[src/rtl/opdec_pkg.sv]
package opdec_pkg;

    localparam int OP_W   = 8;
    localparam int CLS_W  = 3;
    localparam int REG_W  = 2;
    localparam int MODE_W = 3;
    localparam int LEN_W  = 2;
    localparam int KIND_N = 12;

    localparam int CLS_LSB  = REG_W + MODE_W;
    localparam int REG_LSB  = MODE_W;

    // kind bit positions
    localparam int K_OR    = 0;
    localparam int K_AND   = 1;
    localparam int K_CMP   = 2;
    localparam int K_SUB   = 3;
    localparam int K_ADD   = 4;
    localparam int K_LOAD  = 5;
    localparam int K_STORE = 6;
    localparam int K_INV   = 7;
    localparam int K_JUMP  = 8;
    localparam int K_HALT  = 9;
    localparam int K_GET   = 10;
    localparam int K_PUT   = 11;

    // operand field encodings
    localparam logic [MODE_W-1:0] M_IND = 3'b100;
    localparam logic [MODE_W-1:0] M_IDX = 3'b101;
    localparam logic [MODE_W-1:0] M_DIR = 3'b110;
    localparam logic [MODE_W-1:0] M_IMM = 3'b111;

    // class-zero sub-groups selected by the register field
    localparam logic [REG_W-1:0] G_ZERO = 2'b00;
    localparam logic [REG_W-1:0] G_JUMP = 2'b01;
    localparam logic [REG_W-1:0] G_INV  = 2'b10;

    localparam logic [CLS_W-1:0] CLS_EXT   = 3'd0;
    localparam logic [CLS_W-1:0] CLS_STORE = 3'd7;

    localparam logic [LEN_W-1:0] LEN_ONE   = 2'd1;
    localparam logic [LEN_W-1:0] LEN_THREE = 2'd3;

    typedef struct packed {
        logic [KIND_N-1:0] kind;
        logic [REG_W-1:0]  dst;
        logic [REG_W-1:0]  src;
        logic [MODE_W-1:0] mode;
        logic [LEN_W-1:0]  len;
        logic [MODE_W-1:0] jcond;
        logic              illegal;
        logic              prefix;
    } dec_t;

    localparam dec_t DEC_BAD = '{
        kind:    '0,
        dst:     '0,
        src:     '0,
        mode:    '0,
        len:     LEN_ONE,
        jcond:   '0,
        illegal: 1'b1,
        prefix:  1'b0
    };

    // true when the operand needs a trailing 16-bit word
    function automatic logic needs_word(input logic [MODE_W-1:0] m);
        return (m == M_IDX) || (m == M_DIR) || (m == M_IMM);
    endfunction

    function automatic logic is_reg_mode(input logic [MODE_W-1:0] m);
        return m[MODE_W-1] == 1'b0;
    endfunction

endpackage

[src/rtl/opdec_core_group.sv]
// Decodes classes 1..7: two-operand ALU ops, load and store.
module opdec_core_group
    import opdec_pkg::*;
(
    input  logic [CLS_W-1:0]  cls_i,
    input  logic [REG_W-1:0]  rr_i,
    input  logic [MODE_W-1:0] mmm_i,
    output dec_t              dec_o
);

    dec_t dec_d;

    always_comb begin
        dec_d = DEC_BAD;
        if (cls_i == CLS_STORE) begin
            if (mmm_i == M_IND || mmm_i == M_IDX || mmm_i == M_DIR) begin
                dec_d.illegal        = 1'b0;
                dec_d.kind[K_STORE]  = 1'b1;
                dec_d.src            = rr_i;
                dec_d.mode           = mmm_i;
                dec_d.len            = needs_word(mmm_i) ? LEN_THREE : LEN_ONE;
            end else if (rr_i == '1 && mmm_i == M_IMM) begin
                dec_d.illegal = 1'b0;
                dec_d.prefix  = 1'b1;
            end
        end else if (cls_i != CLS_EXT) begin
            dec_d.illegal = 1'b0;
            // classes 1..6 map onto kind bits 0..5 in order
            dec_d.kind[int'(cls_i) - 1] = 1'b1;
            dec_d.dst  = rr_i;
            dec_d.src  = is_reg_mode(mmm_i) ? mmm_i[REG_W-1:0] : '0;
            dec_d.mode = mmm_i;
            dec_d.len  = needs_word(mmm_i) ? LEN_THREE : LEN_ONE;
        end
    end

    assign dec_o = dec_d;

endmodule

[src/rtl/opdec_ext_group.sv]
// Decodes class 0: zero-operand group, jumps, invert, reserved slot.
module opdec_ext_group
    import opdec_pkg::*;
(
    input  logic [REG_W-1:0]  rr_i,
    input  logic [MODE_W-1:0] mmm_i,
    output dec_t              dec_o
);

    dec_t dec_d;

    always_comb begin
        dec_d = DEC_BAD;
        unique case (rr_i)
            G_ZERO: begin
                dec_d.illegal = 1'b0;
                case (mmm_i)
                    3'd5:    dec_d.kind[K_HALT] = 1'b1;
                    3'd6:    dec_d.kind[K_GET]  = 1'b1;
                    3'd7:    dec_d.kind[K_PUT]  = 1'b1;
                    default: dec_d.illegal      = 1'b1;
                endcase
            end
            G_JUMP: begin
                if (mmm_i != M_IMM) begin
                    dec_d.illegal       = 1'b0;
                    dec_d.kind[K_JUMP]  = 1'b1;
                    dec_d.jcond         = mmm_i;
                    dec_d.len           = LEN_THREE;
                end
            end
            G_INV: begin
                if (mmm_i != M_IMM) begin
                    dec_d.illegal      = 1'b0;
                    dec_d.kind[K_INV]  = 1'b1;
                    dec_d.mode         = mmm_i;
                    if (is_reg_mode(mmm_i)) begin
                        dec_d.dst = mmm_i[REG_W-1:0];
                        dec_d.src = mmm_i[REG_W-1:0];
                    end
                    dec_d.len = needs_word(mmm_i) ? LEN_THREE : LEN_ONE;
                end
            end
            default: ; // reserved slot stays illegal
        endcase
    end

    assign dec_o = dec_d;

endmodule

[src/rtl/opdec_top.sv]
module opdec_top
    import opdec_pkg::*;
(
    input  logic [OP_W-1:0]   opcode_i,
    output logic [KIND_N-1:0] kind_o,
    output logic [REG_W-1:0]  dst_reg_o,
    output logic [REG_W-1:0]  src_reg_o,
    output logic [MODE_W-1:0] mode_o,
    output logic [LEN_W-1:0]  len_o,
    output logic [MODE_W-1:0] jcond_o,
    output logic              illegal_o,
    output logic              prefix_o
);

    logic [CLS_W-1:0]  cls;
    logic [REG_W-1:0]  rr;
    logic [MODE_W-1:0] mmm;
    dec_t              core_dec;
    dec_t              ext_dec;
    dec_t              dec_d;

    assign cls = opcode_i[OP_W-1:CLS_LSB];
    assign rr  = opcode_i[CLS_LSB-1:REG_LSB];
    assign mmm = opcode_i[REG_LSB-1:0];

    opdec_core_group i_core (
        .cls_i (cls),
        .rr_i  (rr),
        .mmm_i (mmm),
        .dec_o (core_dec)
    );

    opdec_ext_group i_ext (
        .rr_i  (rr),
        .mmm_i (mmm),
        .dec_o (ext_dec)
    );

    always_comb begin
        dec_d = (cls == CLS_EXT) ? ext_dec : core_dec;
    end

    assign kind_o    = dec_d.kind;
    assign dst_reg_o = dec_d.dst;
    assign src_reg_o = dec_d.src;
    assign mode_o    = dec_d.mode;
    assign len_o     = dec_d.len;
    assign jcond_o   = dec_d.jcond;
    assign illegal_o = dec_d.illegal;
    assign prefix_o  = dec_d.prefix;

    // Output-level consistency checks across the two group decoders.
    always_comb begin
        a_r11_one_outcome: assert (($countones(kind_o) + 32'(illegal_o) + 32'(prefix_o)) == 1)
            else $error("R11: outcome not unique for %h", opcode_i);
        a_r11_illegal_quiet: assert (!illegal_o || (kind_o == '0 && len_o == LEN_ONE
                                     && dst_reg_o == '0 && src_reg_o == '0
                                     && mode_o == '0 && jcond_o == '0))
            else $error("R11: illegal byte %h drives outputs", opcode_i);
        a_r7_jump_len: assert (!kind_o[K_JUMP] || len_o == LEN_THREE)
            else $error("R7: jump length wrong for %h", opcode_i);
        a_r9_zero_op_len: assert (!(kind_o[K_HALT] || kind_o[K_GET] || kind_o[K_PUT]) || len_o == LEN_ONE)
            else $error("R9: zero-operand length wrong for %h", opcode_i);
        a_r4_store_mode: assert (!kind_o[K_STORE] || mode_o == M_IND || mode_o == M_IDX || mode_o == M_DIR)
            else $error("R4: store with non-memory mode for %h", opcode_i);
        a_r3_len_values: assert ((len_o == LEN_ONE) || (len_o == LEN_THREE && !illegal_o && !prefix_o))
            else $error("R3: bad length for %h", opcode_i);
        a_r6_prefix_quiet: assert (!prefix_o || (kind_o == '0 && len_o == LEN_ONE))
            else $error("R6: prefix drives outputs for %h", opcode_i);
    end

endmodule

[config.mk]
export PLATFORM = sky130hd
export DESIGN_NAME = opdec_top
export DESIGN_NICKNAME = d
export VERILOG_FILES = /design/src/rtl/opdec_pkg.sv /design/src/rtl/opdec_core_group.sv /design/src/rtl/opdec_ext_group.sv /design/src/rtl/opdec_top.sv
export SDC_FILE = /design/constraint.sdc
export NUM_CORES = 1
export LEC_CHECK = 0
export ABC_AREA = 0
export BUFFER_PORTS_ARGS = -buffer_cell sky130_fd_sc_hd__buf_2
export CORE_AREA = 2 2 39 41
export DETAILED_ROUTE_END_ITERATION = 7
export DIE_AREA = 0 0 41 43
export GPL_TIMING_DRIVEN = 0
export PLACE_DENSITY = 0.81
export SYNTH_ARGS = -nofsm -noshare
export SYNTH_HDL_FRONTEND = slang
export SYNTH_SLANG_ARGS = --single-unit
[constraint.sdc]
create_clock -name vclk -period 1.3
set_input_delay 0.195 -clock vclk [all_inputs]
set_output_delay 0.195 -clock vclk [all_outputs]
set_load 0.01 [all_outputs]
==> results of run 1 <==
[critical path, delay by kind of cell]
kind | cells | cell delay (ns)
and+or+nand+nor | 1 | 0.41
AOI/OAI and AO/OA | 2 | 0.37
buffers and inverters | 3 | 0.34
[through the flow]
stage                     hold slack (ns)  instances
after global placement              0.773        115
after floorplan                     0.535         66
final                               0.714        124
after CTS                           0.735        119
after detailed placement            0.777        115
after global routing                0.735        124
[power by group through the flow]
stage / Combinational, mW / Clock (mW) / Sequential (mW)
6_report: 0.276 / 0 / 0
5_1_grt: 0.298 / 0 / 0
4_1_cts: 0.224 / 0 / 0
3_5_place_dp: 0.190 / 0 / 0
3_3_place_gp: 0.186 / 0 / 0
2_1_floorplan: 0.126 / 0 / 0
[layer usage]
layer | share of wire | routed length (um)
met2 | 0.53 | 859
met4 | 0.026 | 42
met5 | 0 | 0
met1 | 0.38 | 626
met3 | 0.060 | 98
[synth_stat cells (all sizes together)]
library cell  count  share of area
clkbuf            2          0.016
xor2              1          0.019
a32o              2          0.043
o41ai             1          0.019
nand2             2          0.016
a221oi            1          0.019
or2               1          0.013
nor2b             1          0.013
nor4              1          0.013
o21a              3          0.048
a21oi             1          0.011
ha                5           0.13
or3               1          0.024
o21ai             2          0.022
o21ba             1          0.022
inv               2          0.016
a22o              2          0.038
and3              6          0.081
nor3              2          0.032
and2              2          0.027
a311oi            1          0.019
nor3b             5          0.081
buf               6          0.089
nor2              7          0.062
conb              1         0.0081
and3b             2          0.038
o2bb2ai           1          0.019
a31o              2          0.038
nand3             2          0.022
[path summary, 6_finish.rpt]
check | startpoint | end | slack [ns]
setup / recovery | opcode_i[7] | mode_o[1] | -0.22
hold / removal | opcode_i[4] | dst_reg_o[1] | 0.71
[cell families (layout without fill, tap and decap cells)]
logic type	after synthesis	count (layout)	synth area share
AND/OR/NAND/NOR	32	32	0.422
AO/OA/AOI/OAI	17	17	0.296
buffers and inverters	10	52	0.121
adder cells (fa/ha/maj)	5	5	0.134
other	1	1	0.00806
XOR/XNOR	1	1	0.0188
[area by class of cell]
class                      count  area, um2
buffer                         8       68.8
tap                           16       20.0
timing repair buffer          42        279
multi-input combinational     56        537
inverter                       2       15.0
fill                         123        464
[repair_timing]
item	4_1_cts	5_1_grt
endpoints found under the hold margin	0	0
buffers inserted	4	5
endpoints found under the setup margin	17	18
pin swaps	5	10
gates resized for setup	20	29
cloned	0	0
==> run_results.csv, run 1 <==
group,metric,value,unit
global_routing,busiest_layer,"met2",
floorplanning,rows,14,
timing,fmax,659,MHz
placed_design,dp_worst_setup_slack,-0.344,ns
setup_path,required,1.11,ns
yosys,syn_area,465,um2
yosys,ys_types,33,
drt,drt_iter0_markers,3,
power_and_ir_drop,pwr-share-comb,1.000,
global_routing,grt_use_total,0.157,
floorplanning,num_io_pins,34,
drt,vias_per_cell,5.27,
run,maxCapViolCount,0,
placed_design,port_buffers,33,
floorplanning,fp.dieW,41,um
power_and_ir_drop,total_leakage_power,0.463,nW
global_routing,grt_pass1_vias,495,
yosys,synth_cells,66,
layout,area_growth,97.6,%
power_and_ir_drop,seq_power_share,0,
global_routing,grt_antenna_before_repair,0,
layout,regArea,0,um2
power_and_ir_drop,power.share.clock,0,
setup_path,crit_top_cell,"buf_6",
global_routing,grt_use_met2,0.291,
setup_path,cp-start-kind,"input port",
timing,drv_slew,0,
layout,final_area,920,um2
floorplanning,core,1380,um2
placed_design,gp_congestion,0.843,
layout,final_util,0.665,
hold_path,worstHoldPathCells,3,
global_routing,met1_usage,0.203,
timing,fin_setup_tns,-2.17,ns
global_routing,grt_pass1_wl,2080,um
yosys,ys_warn_count,0,
power_and_ir_drop,p_sw_frac,0.489,
drt,num_vias,653,
setup_path,worstSetupPathType,"in -> out",
clocking,cts.hold.buffers_added,0,
timing,hold_viol_final,0,
global_routing,overflow,0,
layout,layout_common_cells,"buf_2 (29), buf_4 (11), buf_6 (6), and3_1 (4), nor2_1 (4)",
yosys,ys_seq_area_frac,0,
floorplanning,fp.dieH,43,um
setup_path,path_cells,"buf_6 > buf_6 > or3_4 > o21ba_4 > o21a_1 > buf_2",
yosys,syn_avg_cell_area,7.05,um2
run_status,violations,"negative setup slack",
setup_path,end_kind,"primary output",
power_and_ir_drop,total_power,276,uW
drt,drc,0,
floorplanning,initial_core_util,0.336,
power_and_ir_drop,power_density,300,nW/um2
power_and_ir_drop,vdd_drop_max,0.000170,V
global_routing,grt_max_degree,11,
timing,finalSetupViolCount,16,
timing,fin_crit_sh,1.17,
run_status,status,"finished with violations",
layout,diodes,0,
power_and_ir_drop,power.switching,135,uW
drt,dr.pass1.iters,3,
drt,wl_per_cell,13.1,um
timing,setup_slack,-0.217,ns
setup_path,cp_max_fo,5,
placed_design,postPlaceCellArea,663,um2
yosys,synth_fp_nets,79,
setup_path,worst_ep_arrival_time,1.32,ns
setup_path,critPathSlowestCell,"or3_4",
global_routing,grtUsageMet3,0,
floorplanning,die-area,1760,um2
timing,min_period,1.52,ns
power_and_ir_drop,cellInternalPower,141,uW
layout,design.seq.count,0,
layout,nets,123,
layout,num-clock-buffers,0,
drt,routed_wl,1630,um
timing,rsz0062_at_grt,"true",
drt,ant_nets,0,
placed_design,dp_hpwl,1040,um
setup_path,max_stage_delay,0.41,ns
layout,drive_gt1_frac,0.694,
hold_path,hold_path.class,"in -> out",
layout,final_common_cell,"buf_2",
Power figures use the tool's default switching activity.
==> inputs of run 2 (changes only) <==
- ABC_AREA: 0 -> unset
- GPL_ROUTABILITY_DRIVEN: unset -> 0
- REMOVE_ABC_BUFFERS: unset -> 1
==> run 2 against run 1 <==
Compared with the run above: the flow still finishes with violations (negative setup slack); cell area up 3.1%; hold slack lost 0.046 ns; via count increased by 0.31%; global-route usage is 3.2 points higher; highest routed layer unchanged; sequential cell count unchanged; critical endpoint is now mode_o[0]; utilization rose by 2.1 points; setup slack better by 0.11 ns; non-clock buffer count fell by 7; die area is the same; maximum frequency grew 7.6%.
==> run_results.csv, run 2 (synthesized netlist as in run 1, its figures left out) <==
group,metric,value,unit
timing,hold_viol_final,0,
floorplanning,core,1380,um2
setup_path,worstSetupPathType,"in -> out",
layout,layout_common_cells,"buf_2 (21), buf_4 (9), buf_6 (8), nor2_1 (5), buf_12 (4)",
layout,design.seq.count,0,
drt,routed_wl,1810,um
timing,rsz0062_at_grt,"true",
power_and_ir_drop,power_density,298,nW/um2
timing,fin_crit_sh,1.08,
drt,wl_met2,993,um
drt,dr_wl_met3,92,um
layout,area_growth,104,%
placed_design,dp_worst_setup_slack,-0.369,ns
run_status,violations,"negative setup slack",
layout,final_util,0.685,
clocking,cts.hold.buffers_added,0,
layout,regArea,0,um2
floorplanning,initial_core_util,0.336,
timing,fin_setup_tns,-0.643,ns
layout,final_common_cell,"buf_2",
drt,wl_met1,712,um
setup_path,crit_buf_inv,2,
power_and_ir_drop,vdd_drop_max,0.000194,V
timing,fmax,709,MHz
layout,fillers,105,
power_and_ir_drop,total_power,283,uW
layout,num-clock-buffers,0,
floorplanning,rows,14,
setup_path,max_stage_delay,0.42,ns
drt,vias_per_cell,5.60,
floorplanning,die-area,1760,um2
timing,min_period,1.41,ns
placed_design,port_buffers,33,
drt,drt_iter0_markers,8,
hold_path,worstHoldStart,"opcode_i[6]",
floorplanning,fp.dieH,43,um
global_routing,grt_pass1_wl,2490,um
drt,dr.pass1.iters,4,
drt,num_vias,655,
timing,drv_slew,0,
setup_path,required,1.11,ns
drt,ant_nets,0,
drt,routed.top_layer,"met4",
floorplanning,fp.dieW,41,um
global_routing,grt_antenna_before_repair,0,
setup_path,cp-start-kind,"input port",
power_and_ir_drop,total_leakage_power,0.452,nW
placed_design,postPlaceCellArea,602,um2
global_routing,grt_use_total,0.189,
global_routing,grt_max_degree,14,
layout,drive_gt1_frac,0.703,
floorplanning,num_io_pins,34,
setup_path,critPathSlowestCell,"or3_4",
setup_path,path_cells,"buf_12 > or3_4 > o21ba_4 > o21a_1 > buf_2",
hold_path,min_to,"kind_o[0]",
placed_design,dp_hpwl,1020,um
drt,wl_per_cell,15.5,um
run,maxCapViolCount,0,
setup_path,worst_ep_arrival_time,1.22,ns
layout,final_area,948,um2
global_routing,overflow,0,
setup_path,worst-path-stages,5,
hold_path,hold_path.class,"in -> out",
timing,setup_slack,-0.110,ns
timing,finalSetupViolCount,12,
setup_path,cp_max_fo,5,
drt,drc,0,
layout,nets,116,
setup_path,worst_path_dominant_cell_family,"simple AND/OR/NAND/NOR gates",
setup_path,end_kind,"primary output",
hold_path,worstHoldPathCells,3,
layout,diodes,0,
run_status,status,"finished with violations",
global_routing,grt_pass1_vias,578,
[run 2: cell types whose count changed in the layout (fill, tap and decap cells not counted), sizes merged]
cell	before	now
buf	48	42
clkbuf	2	1
[run 2: metal layers]
metal / vias to the layer above / global-route usage
li1: 314 / -
met1: 319 / 0.235
met2: 20 / 0.325
met3: 2 / 0.0262
met4: 0 / 0.0400
met5: - / 0
[run 2: power breakdown]
part           switching [mW]  leakage (nW)  total [mW]  internal [mW]
Combinational           0.136         0.452       0.283          0.147
Clock                       0             0           0              0
Sequential                  0             0           0              0
[run 2: cell type report]
class | count | area (um2) | area share
inverter | 2 | 15.0 | 0.0158
timing repair buffer | 43 | 368 | 0.388
multi-input combinational | 56 | 546 | 0.575
tap | 16 | 20.0 | 0.0211
[run 2: worst max-delay path by stage]
stage,startpoint,slack [ns],endpoint
final,opcode_i[5],-0.11,mode_o[0]
after global placement,opcode_i[3],-0.34,illegal_o
after global routing,opcode_i[5],-0.14,mode_o[1]
after floorplan,opcode_i[3],-0.007,illegal_o
after detailed placement,opcode_i[3],-0.37,illegal_o
after CTS,opcode_i[5],-0.09,mode_o[0]
[run 2: timing repair]
item                       CTS  global route
setup buffers                6             3
pin swaps                   12            15
cloned                       0             1
setup endpoints to repair   16            17
gates resized for setup     40            19
[run 2: stage by stage]
stage | instances | hold slack [ns]
CTS | 113 | 0.665
detailed placement | 107 | 0.763
global route | 117 | 0.673
floorplan | 58 | 0.438
finish | 117 | 0.667
global placement | 107 | 0.748
==> inputs of run 3 (changes only) <==
- SKIP_LAST_GASP: unset -> 1
==> run 3 against run 2 <==
Compared with the run above: the run still ends with negative setup slack left; final cell count decreased by 1.7%; critical path depth unchanged; sequential cell count unchanged; cell area decreased by 5.1%; first-iteration DRC count increased by 13%; clock-buffer cell count unchanged; combinational power decreased by 6%; global-route usage decreased by 0.20 points; die area unchanged; sequential share of layout area unchanged; largest cell class unchanged; highest routed layer unchanged.
==> run_results.csv, run 3 (synthesized netlist as in run 1, its figures left out) <==
group,metric,value,unit
floorplanning,core,1380,um2
hold_path,worstHoldStart,"opcode_i[6]",
drt,ant_nets,0,
layout,instances_no_fill,115,
power_and_ir_drop,p_sw_frac,0.487,
timing,hold_viol_final,0,
placed_design,dp_hpwl,1020,um
layout,layout_common_cells,"buf_2 (21), buf_6 (8), buf_4 (8), nor2_1 (5), buf_12 (4)",
drt,drc,0,
layout,final_common_cell,"buf_2",
setup_path,required,1.11,ns
setup_path,cp_max_fo,5,
timing,setup_slack,-0.111,ns
layout,drive_gt1_frac,0.687,
placed_design,dp_cells,107,
floorplanning,fp.dieH,43,um
floorplanning,fp.dieW,41,um
global_routing,grt_pass1_vias,575,
power_and_ir_drop,power_density,296,nW/um2
timing,fin_crit_sh,1.09,
timing,min_period,1.41,ns
setup_path,worstSetupPathType,"in -> out",
floorplanning,num_io_pins,34,
global_routing,grt_antenna_before_repair,0,
floorplanning,initial_core_util,0.336,
power_and_ir_drop,power.switching,130,uW
drt,routed_wl,1710,um
drt,wl_per_cell,14.8,um
power_and_ir_drop,pwr-share-comb,1.000,
layout,regArea,0,um2
run,maxCapViolCount,0,
run_status,violations,"negative setup slack",
power_and_ir_drop,cellInternalPower,137,uW
power_and_ir_drop,total_leakage_power,0.433,nW
global_routing,grt_pass1_wl,2460,um
timing,drv_slew,0,
setup_path,crit_path_start,"opcode_i[5]",
placed_design,port_buffers,33,
power_and_ir_drop,total_power,266,uW
timing,fmax,709,MHz
setup_path,end_kind,"primary output",
drt,vias_per_cell,5.73,
timing,finalSetupViolCount,12,
power_and_ir_drop,vdd_drop_max,0.000192,V
drt,num_vias,659,
setup_path,endpoint,"mode_o[1]",
layout,design.seq.count,0,
hold_path,hold_path.class,"in -> out",
floorplanning,die-area,1760,um2
drt,drt_iter0_markers,9,
floorplanning,rows,14,
drt,dr.pass1.iters,4,
global_routing,overflow,0,
layout,nets,114,
layout,diodes,0,
clocking,cts.hold.buffers_added,0,
power_and_ir_drop,seq_power_share,0,
layout,area_growth,93.3,%
setup_path,worst_ep_arrival_time,1.22,ns
power_and_ir_drop,power.share.clock,0,
global_routing,grt_use_total,0.187,
global_routing,grt_max_degree,14,
setup_path,cp-start-kind,"input port",
layout,num-clock-buffers,0,
timing,rsz0062_at_grt,"true",
run_status,status,"finished with violations",
layout,fillers,108,
run 3: layout make-up:
cell class         instances  area, um2  share of cell area
repair buffers            41        335               0.373
well taps                 16       20.0              0.0223
multi-input cells         56        532               0.591
inverters                  2       12.5              0.0139
run 3: worst max-delay path, cell delays in order:
cell and delay (ns):
buf_12 0.10, or3_4 0.41, o21ba_4 0.21, o21a_1 0.16
buf_2 0.13
run 3: how the worst min path moves through the flow:
stage / to / slack (ns) / cells past startpoint
6_report: kind_o[3] / 0.68 / 3
3_5_place_dp: kind_o[5] / 0.76 / 3
2_1_floorplan: kind_o[5] / 0.44 / 1
4_1_cts: kind_o[3] / 0.66 / 3
5_1_grt: kind_o[3] / 0.69 / 3
3_3_place_gp: kind_o[5] / 0.75 / 3
run 3: routing by layer:
metal | up-vias | part of all wire | GRT usage | wire length (um)
li1 | 312 | - | - | -
met1 | 319 | 0.38 | 0.229 | 641
met2 | 24 | 0.55 | 0.331 | 937
met3 | 4 | 0.067 | 0.0209 | 115
met4 | 0 | 0.0070 | 0.0333 | 12
met5 | - | 0 | 0 | 0
run 3: what timing repair did:
| action | in CTS | in global routing |
|---|---|---|
| pin swaps | 12 | 14 |
| endpoints found under the setup margin | 16 | 17 |
| gates resized for setup | 37 | 21 |
| buffers inserted | 6 | 2 |
run 3: power groups by stage:
stage / logic, mW / clock network [mW] / registers (mW)
after floorplan: 0.0940 / 0 / 0
after global placement: 0.167 / 0 / 0
after detailed placement: 0.172 / 0 / 0
after CTS: 0.232 / 0 / 0
after global routing: 0.283 / 0 / 0
final: 0.266 / 0 / 0
run 3: stage by stage:
| stage | cell area (um2) | setup TNS [ns] | hold WS, ns | util | setup slack (ns) |
|---|---|---|---|---|---|
| 6_report | 900 | -0.595 | 0.682 | 0.650 | -0.111 |
| 5_1_grt | 900 | -1.15 | 0.690 | 0.650 | -0.140 |
| 4_1_cts | 800 | -0.578 | 0.665 | 0.578 | -0.0874 |
| 3_5_place_dp | 602 | -2.98 | 0.763 | 0.435 | -0.369 |
| 3_3_place_gp | 602 | -2.59 | 0.748 | 0.435 | -0.341 |
| 2_1_floorplan | 417 | -0.00664 | 0.438 | - | -0.00664 |
